==> src/rtl/sdram_pre_pkg.sv <==
// Package: shared command and violation encodings for the precharge tracker.
// Assumes one command per clock; codes are consumed by the tracker's outputs.
package sdram_pre_pkg;

    typedef enum logic [2:0] {
        CMD_NOP = 3'd0,
        CMD_ACT = 3'd1,
        CMD_RD  = 3'd2,
        CMD_WR  = 3'd3,
        CMD_PRE = 3'd4
    } cmd_e;

    typedef enum logic [2:0] {
        VIO_NONE    = 3'd0,
        VIO_CLOSED  = 3'd1,
        VIO_TRP     = 3'd2,
        VIO_TDPL    = 3'd3,
        VIO_RDEARLY = 3'd4,
        VIO_DBLACT  = 3'd5
    } vio_e;

    // Largest of three cycle counts, used to size the per-bank counters.
    function automatic int unsigned max3(input int unsigned a, input int unsigned b,
                                         input int unsigned c);
        int unsigned m;
        m = (a > b) ? a : b;
        return (m > c) ? m : c;
    endfunction

endpackage

==> src/rtl/sdram_cmd_decode.sv <==
// Module: turns the active-low command pins into a command kind.
// Assumes pins are stable at the sampling edge; invalid strobe gives NOP.
module sdram_cmd_decode
    import sdram_pre_pkg::*;
(
    input  logic cmd_vld,
    input  logic cs_n,
    input  logic ras_n,
    input  logic cas_n,
    input  logic we_n,
    output cmd_e cmd
);

    // Pin pattern lookup; unlisted patterns and deselect are no-operations.
    always_comb begin
        cmd = CMD_NOP;
        if (cmd_vld) begin
            unique case ({cs_n, ras_n, cas_n, we_n})
                4'b0011: cmd = CMD_ACT;
                4'b0101: cmd = CMD_RD;
                4'b0100: cmd = CMD_WR;
                4'b0010: cmd = CMD_PRE;
                default: cmd = CMD_NOP;
            endcase
        end
    end

endmodule

==> src/rtl/sdram_bank_track.sv <==
// Module: state and timing windows for a single bank.
// Assumes hit is already qualified by bank address or precharge-all.
// Counters hold "edges still to wait"; zero means the rule is satisfied.
module sdram_bank_track
    import sdram_pre_pkg::*;
#(
    parameter int unsigned T_RP    = 3,
    parameter int unsigned WR_HOLD = 5,
    parameter int unsigned RD_HOLD = 4,
    parameter int unsigned CNT_W   = 3
) (
    input  logic             clk,
    input  logic             rst_n,
    input  cmd_e             cmd,
    input  logic             hit,
    output logic             is_open,
    output logic             act_ready,
    output logic [2:0]       bank_vio
);

    localparam logic [CNT_W-1:0] RP_LOAD = CNT_W'(T_RP - 1);
    localparam logic [CNT_W-1:0] WR_LOAD = CNT_W'(WR_HOLD - 1);
    localparam logic [CNT_W-1:0] RD_LOAD = CNT_W'(RD_HOLD - 1);

    logic             open_q;
    logic [CNT_W-1:0] rp_cnt;
    logic [CNT_W-1:0] wr_cnt;
    logic [CNT_W-1:0] rd_cnt;
    vio_e             vio;

    // Saturating decrement toward zero.
    function automatic logic [CNT_W-1:0] step(input logic [CNT_W-1:0] v);
        return (v == '0) ? v : v - CNT_W'(1);
    endfunction

    // Judge the current command against this bank's state.
    always_comb begin
        vio = VIO_NONE;
        if (hit) begin
            unique case (cmd)
                CMD_ACT: begin
                    if (open_q)              vio = VIO_DBLACT;
                    else if (rp_cnt != '0)   vio = VIO_TRP;
                end
                CMD_RD, CMD_WR: begin
                    if (!open_q)             vio = VIO_CLOSED;
                end
                CMD_PRE: begin
                    if (wr_cnt != '0)        vio = VIO_TDPL;
                    else if (rd_cnt != '0)   vio = VIO_RDEARLY;
                end
                default:                     vio = VIO_NONE;
            endcase
        end
    end

    // Advance the open flag and the three windows.
    always_ff @(posedge clk) begin
        if (!rst_n) begin
            open_q <= 1'b0;
            rp_cnt <= '0;
            wr_cnt <= '0;
            rd_cnt <= '0;
        end else begin
            rp_cnt <= step(rp_cnt);
            wr_cnt <= step(wr_cnt);
            rd_cnt <= step(rd_cnt);
            if (hit) begin
                unique case (cmd)
                    CMD_ACT: open_q <= 1'b1;
                    CMD_RD:  if (open_q) rd_cnt <= RD_LOAD;
                    CMD_WR:  if (open_q) wr_cnt <= WR_LOAD;
                    CMD_PRE: begin
                        open_q <= 1'b0;
                        rp_cnt <= RP_LOAD;
                        wr_cnt <= '0;
                        rd_cnt <= '0;
                    end
                    default: ;
                endcase
            end
        end
    end

    assign is_open   = open_q;
    assign act_ready = !open_q && (rp_cnt == '0);
    assign bank_vio  = vio;

endmodule

==> src/rtl/sdram_vio_pick.sv <==
// Module: selects the lowest-indexed bank that reports a violation.
// Assumes code zero means "no violation" for a bank.
module sdram_vio_pick #(
    parameter int unsigned NB = 4,
    parameter int unsigned IW = 2
) (
    input  logic [NB-1:0][2:0] codes,
    output logic               found,
    output logic [2:0]         code,
    output logic [IW-1:0]      idx
);

    // Scan from the top down so the lowest index wins.
    always_comb begin
        found = 1'b0;
        code  = '0;
        idx   = '0;
        for (int i = NB - 1; i >= 0; i--) begin
            if (codes[i] != 3'd0) begin
                found = 1'b1;
                code  = codes[i];
                idx   = IW'(i);
            end
        end
    end

endmodule

==> src/rtl/sdram_pre_guard.sv <==
// Module: top of the precharge timing tracker.
// Decodes each valid command, routes it to per-bank trackers and registers
// one violation report per cycle. Assumes all timings are at least one cycle.
module sdram_pre_guard
    import sdram_pre_pkg::*;
#(
    parameter int unsigned NUM_BANKS = 4,
    parameter int unsigned BURST_LEN = 4,
    parameter int unsigned CAS_LAT   = 3,
    parameter int unsigned T_RP      = 3,
    parameter int unsigned T_DPL     = 2,
    localparam int unsigned BANK_W   = (NUM_BANKS > 1) ? $clog2(NUM_BANKS) : 1
) (
    input  logic                 clk,
    input  logic                 rst_n,
    input  logic                 cmd_vld,
    input  logic                 cs_n,
    input  logic                 ras_n,
    input  logic                 cas_n,
    input  logic                 we_n,
    input  logic                 a10,
    input  logic [BANK_W-1:0]    ba,
    output logic [NUM_BANKS-1:0] bank_open,
    output logic [NUM_BANKS-1:0] bank_act_ok,
    output logic                 viol_pulse,
    output logic [2:0]           viol_code,
    output logic [BANK_W-1:0]    viol_bank
);

    // Write: last beat at w+BL-1, then T_DPL more edges.
    localparam int unsigned WR_HOLD = BURST_LEN - 1 + T_DPL;
    // Read: last beat at r+CL+BL-1, precharge allowed CL-1 before it.
    localparam int unsigned RD_HOLD = (CAS_LAT + BURST_LEN - 1) - (CAS_LAT - 1);
    localparam int unsigned CNT_W   = $clog2(max3(T_RP, WR_HOLD, RD_HOLD) + 1);

    cmd_e                      cmd;
    logic [NUM_BANKS-1:0][2:0] bank_codes;
    logic                      pick_found;
    logic [2:0]                pick_code;
    logic [BANK_W-1:0]         pick_idx;
    logic                      pulse_q;
    logic [2:0]                code_q;
    logic [BANK_W-1:0]         bank_q;

    sdram_cmd_decode u_dec (
        .cmd_vld (cmd_vld),
        .cs_n    (cs_n),
        .ras_n   (ras_n),
        .cas_n   (cas_n),
        .we_n    (we_n),
        .cmd     (cmd)
    );

    for (genvar b = 0; b < NUM_BANKS; b++) begin : g_bank
        logic hit;
        // Bank is targeted by its address or by precharge-all.
        assign hit = (ba == BANK_W'(b)) || (cmd == CMD_PRE && a10);

        sdram_bank_track #(
            .T_RP    (T_RP),
            .WR_HOLD (WR_HOLD),
            .RD_HOLD (RD_HOLD),
            .CNT_W   (CNT_W)
        ) u_trk (
            .clk       (clk),
            .rst_n     (rst_n),
            .cmd       (cmd),
            .hit       (hit),
            .is_open   (bank_open[b]),
            .act_ready (bank_act_ok[b]),
            .bank_vio  (bank_codes[b])
        );
    end

    sdram_vio_pick #(
        .NB (NUM_BANKS),
        .IW (BANK_W)
    ) u_pick (
        .codes (bank_codes),
        .found (pick_found),
        .code  (pick_code),
        .idx   (pick_idx)
    );

    // Register one violation report per command edge.
    always_ff @(posedge clk) begin
        if (!rst_n) begin
            pulse_q <= 1'b0;
            code_q  <= '0;
            bank_q  <= '0;
        end else begin
            pulse_q <= pick_found;
            code_q  <= pick_code;
            bank_q  <= pick_idx;
        end
    end

    assign viol_pulse = pulse_q;
    assign viol_code  = code_q;
    assign viol_bank  = bank_q;

endmodule

==> config.mk <==
export PLATFORM = sky130hd
export DESIGN_NAME = sdram_pre_guard
export DESIGN_NICKNAME = d
export VERILOG_FILES = /design/src/rtl/sdram_pre_pkg.sv /design/src/rtl/sdram_cmd_decode.sv /design/src/rtl/sdram_bank_track.sv /design/src/rtl/sdram_vio_pick.sv /design/src/rtl/sdram_pre_guard.sv
export SDC_FILE = /design/constraint.sdc
export NUM_CORES = 1
export LEC_CHECK = 0
export BUFFER_PORTS_ARGS = -buffer_cell sky130_fd_sc_hd__buf_2
export CORE_MARGIN = 5
export CORE_UTILIZATION = 35
export CTS_CLUSTER_DIAMETER = 120
export DETAILED_ROUTE_END_ITERATION = 12
export PLACE_DENSITY = 0.5
export RECOVER_POWER = 100
export SLEW_MARGIN = 20
export SYNTH_ARGS = -nofsm -noshare
export SYNTH_HDL_FRONTEND = slang
export SYNTH_SLANG_ARGS = --single-unit
==> constraint.sdc <==
create_clock -name clk -period 1.8 [get_ports clk]
set_clock_uncertainty 0.15 [all_clocks]
set_input_delay 0.36 -clock clk [delete_from_list [all_inputs] [get_ports clk]]
set_output_delay 0.36 -clock clk [all_outputs]
set_load 0.01 [all_outputs]
==> run_results.csv <==
group,metric,value,unit
die,ios,24,
cts,ctsLongestPathBuffers,2,
die,fp.coreArea,8220,µm²
yosys,yosysWarnings,0,
grt,grt_usage,15.1,%
grt,grt_pass1_wl,12600,µm
final_layout,finalNonFillerCells,561,
detailed_routing,drt_iter0_markers,113,
place,gp_congestion,0.884,
yosys,netlist.area_leader.share,31.2,%
place,dpl.cell_count,536,
detailed_routing,dr.pass1.iters,4,
cts,clock_tree.root_cell,"clkbuf_8",
yosys,syn_area,2950,µm²
yosys,async_flop_share,0,%
timing,hold_slack,0.341,ns
timing,fin_crit_sh,107,%
status,status,"finished, violations left",
yosys,syn_inst,356,
timing,relSlewSlack,72.8,%
power_and_ir_drop,swShare,35.1,%
yosys,synth_edf_count,0,
timing,worstMarginPinSlew,0.407,ns
status,violations,"negative setup slack",
final_layout,area_growth_syn_to_layout,38.8,%
timing,fmax,0.519,GHz
setup_path,crit_start,"g_bank[2].u_trk.wr_cnt[1]",
cts,cts_tree,"done",
yosys,synth.ff_latch_count,46,
setup_path,crit_fanout,2,
yosys,ys_types,55,
grt,antenna_found_initial,0,
detailed_routing,drt-wirelength-per-cell,13.0,µm
yosys,synth_top_cell_by_area,"dfxtp_1",
detailed_routing,routed-via-count,2741,
worst_hold_path,hold_start,"rst_n",
grt,grt_max_degree,15,
timing,fin_ws,-0.128,ns
cts,h-tree-depth,2,
grt,grt_pass1_vias,2670,
final_layout,drive_gt1_share,39.7,%
power_and_ir_drop,p_int,0.00393,W
yosys,yosysSeqAreaShare,31.2,%
cts,numCtsBuffers,5,
setup_path,end_kind,"flip-flop",
power_and_ir_drop,clkPwrFrac,15.9,%
detailed_routing,met2_length,3510,µm
die,die_h,102,µm
yosys,avgSynthCellArea,8.29,µm²
power_and_ir_drop,share_comb_of_total_power,57.8,%
power_and_ir_drop,leakage,1.76,nW
detailed_routing,dr_wl_met3,227,µm
place,dp_hpwl,5630,µm
timing,rsz0062_at_grt,"yes",
worst_hold_path,min-delay-path-class,"input pin to flip-flop",
yosys,synth_ff_type,"dfxtp_1",
die,die_width,102,µm
cts,clock-sinks,46,
detailed_routing,highest_layer,"met4",
final_layout,antenna_cells,0,
setup_path,required,1.89,ns
detailed_routing,drc,0,
cts,cts.clk_slew.worst_paths,0.09,ns
timing,hold_viol_final,0,
setup_path,cp.arrival,2.01,ns
yosys,synth_nets,390,
detailed_routing,vias_per_cell,4.89,
run,cap_viol_max_count,0,
power_and_ir_drop,peakVddDrop,0.000662,V
power_and_ir_drop,p_seq_share,26.3,%
power_and_ir_drop,switchingPower,0.00213,W
final_layout,nets,489,
setup_path,start_kind,"flip-flop",
timing,finalSetupViolCount,6,
yosys,synth_area_leaders,"dfxtp_1, ha_1, nor2_1",
power_and_ir_drop,power-per-cell-area,1480,nW/µm²
setup_path,crit_type,"flip-flop to flip-flop",
setup_path,r2r-start,"g_bank[2].u_trk.wr_cnt[1]",
detailed_routing,finalWirelength,7310,µm
cts,clock_latency,0.30,ns
timing,tns,-0.594,ns
worst_hold_path,hold_path_depth,4,
die,start_util,35.9,%
cts,hold_buffers,0,
yosys,ys_top_cells_by_count,"dfxtp_1, nor2_1, nand2_1",
timing,period_minus_slack,1.93,ns
grt,grt_overflow_total,0,
setup_path,rr_worst_depth,9,
timing,report.final.slew_viol_count,0,
detailed_routing,wl_met1,3510,µm
power_and_ir_drop,p_total,0.00606,W
die,dieArea,10400,µm²
detailed_routing,final_antenna_net_count,0,
place,port_buffers,23,
die,rows,33,
==> flip-flops by register name (all words and copies together), names as in the netlist <==
name and cells:
g_bank.u_trk.is_open 4, g_bank.u_trk.rd_cnt 12, g_bank.u_trk.rp_cnt 12, viol_pulse 1, viol_code 3, viol_bank 2, g_bank.u_trk.wr_cnt 12
==> layout make-up <==
class	instances	area (µm²)
fill	825	4120
multi-input combinational	258	1990
sequential	46	932
timing repair buffer	114	781
tap	105	131
inverter	30	113
clock buffer	6	82.6
clock inverter	2	60.1
==> final timing paths <==
check	end	slack (ns)
max	viol_bank[1]	-0.13
min	viol_code[0]	0.34
max reg2reg	viol_bank[1]	-0.13
min reg2reg	g_bank[1].u_trk.wr_cnt[1]	0.34
==> cells by family (layout without fill, tap and decap cells) <==
group           Yosys count  count (layout)  share of synthesized area [%]
buf+inv                  52             152                           8.57
fa+ha+maj                24              24                           10.2
simple gates            129             129                           21.5
mux                      10              10                           3.39
flops                    46              46                           31.2
compound gates           82              82                           21.3
xor+xnor                 13              13                           3.86
==> layer usage <==
layer	track usage, %	up-vias
li1	-	1422
met1	20.4	1280
met2	25.5	33
met3	2.53	6
met4	3.33	0
met5	0	-
==> repair_timing <==
action | 4_1_cts | 5_1_grt
setup endpoints to repair | 10 | 24
hold endpoints to repair | 0 | 0
pin swaps | 10 | 12
cloned | 0 | 0
setup buffers | 10 | 8
gates resized for setup | 48 | 27
==> worst max-delay path: stages (launching register included) <==
cell      delay [ns]
dfxtp_2         0.34
inv_2           0.05
ha_4            0.15
nor2b_4         0.12
o32a_4          0.33
a211oi_4        0.30
buf_4           0.17
nor3_4          0.05
nand2b_4        0.08
nor3b_2         0.14
==> cells in the final DEF (no fill, tap or decap), types with 3 or more instances in the layout <==
master,n
ha_4,4
nand4_1,3
buf_6,3
nor2_2,4
clkbuf_1,11
nor2_4,3
nor2b_1,4
buf_2,13
dfxtp_2,9
nand2b_1,7
clkbuf_2,5
inv_2,13
mux2i_1,10
o32ai_1,3
nand2b_4,5
nor2_1,41
nor3b_1,3
nor2b_4,4
o221ai_1,3
o21ai_0,8
clkbuf_8,6
buf_4,82
inv_1,17
a21oi_1,26
xnor2_1,12
ha_1,18
a211oi_1,4
dfxtp_1,37
o211ai_1,5
nand2_1,32
nand3_1,9
==> through the flow <==
step                      instance area [µm²]  utilization (%)  setup slack [ns]
after floorplan                          2960                -           -0.0552
after global placement                   3620             44.0            -0.324
after detailed placement                 3620             44.0            -0.380
after CTS                                4020             48.9            -0.116
after global routing                     4090             49.8            -0.183
final                                    4090             49.8            -0.128
==> power by group through the flow <==
stage / Clock (W) / Sequential [W] / Combinational [W]
global placement: 0 / 0.00155 / 0.00279
global route: 0.00102 / 0.00164 / 0.00395
floorplan: 0 / 0.00153 / 0.00194
detailed placement: 0 / 0.00156 / 0.00285
finish: 0.000962 / 0.00159 / 0.00350
CTS: 0.000988 / 0.00158 / 0.00336
Note: power is estimated with default switching activity, not from simulation.
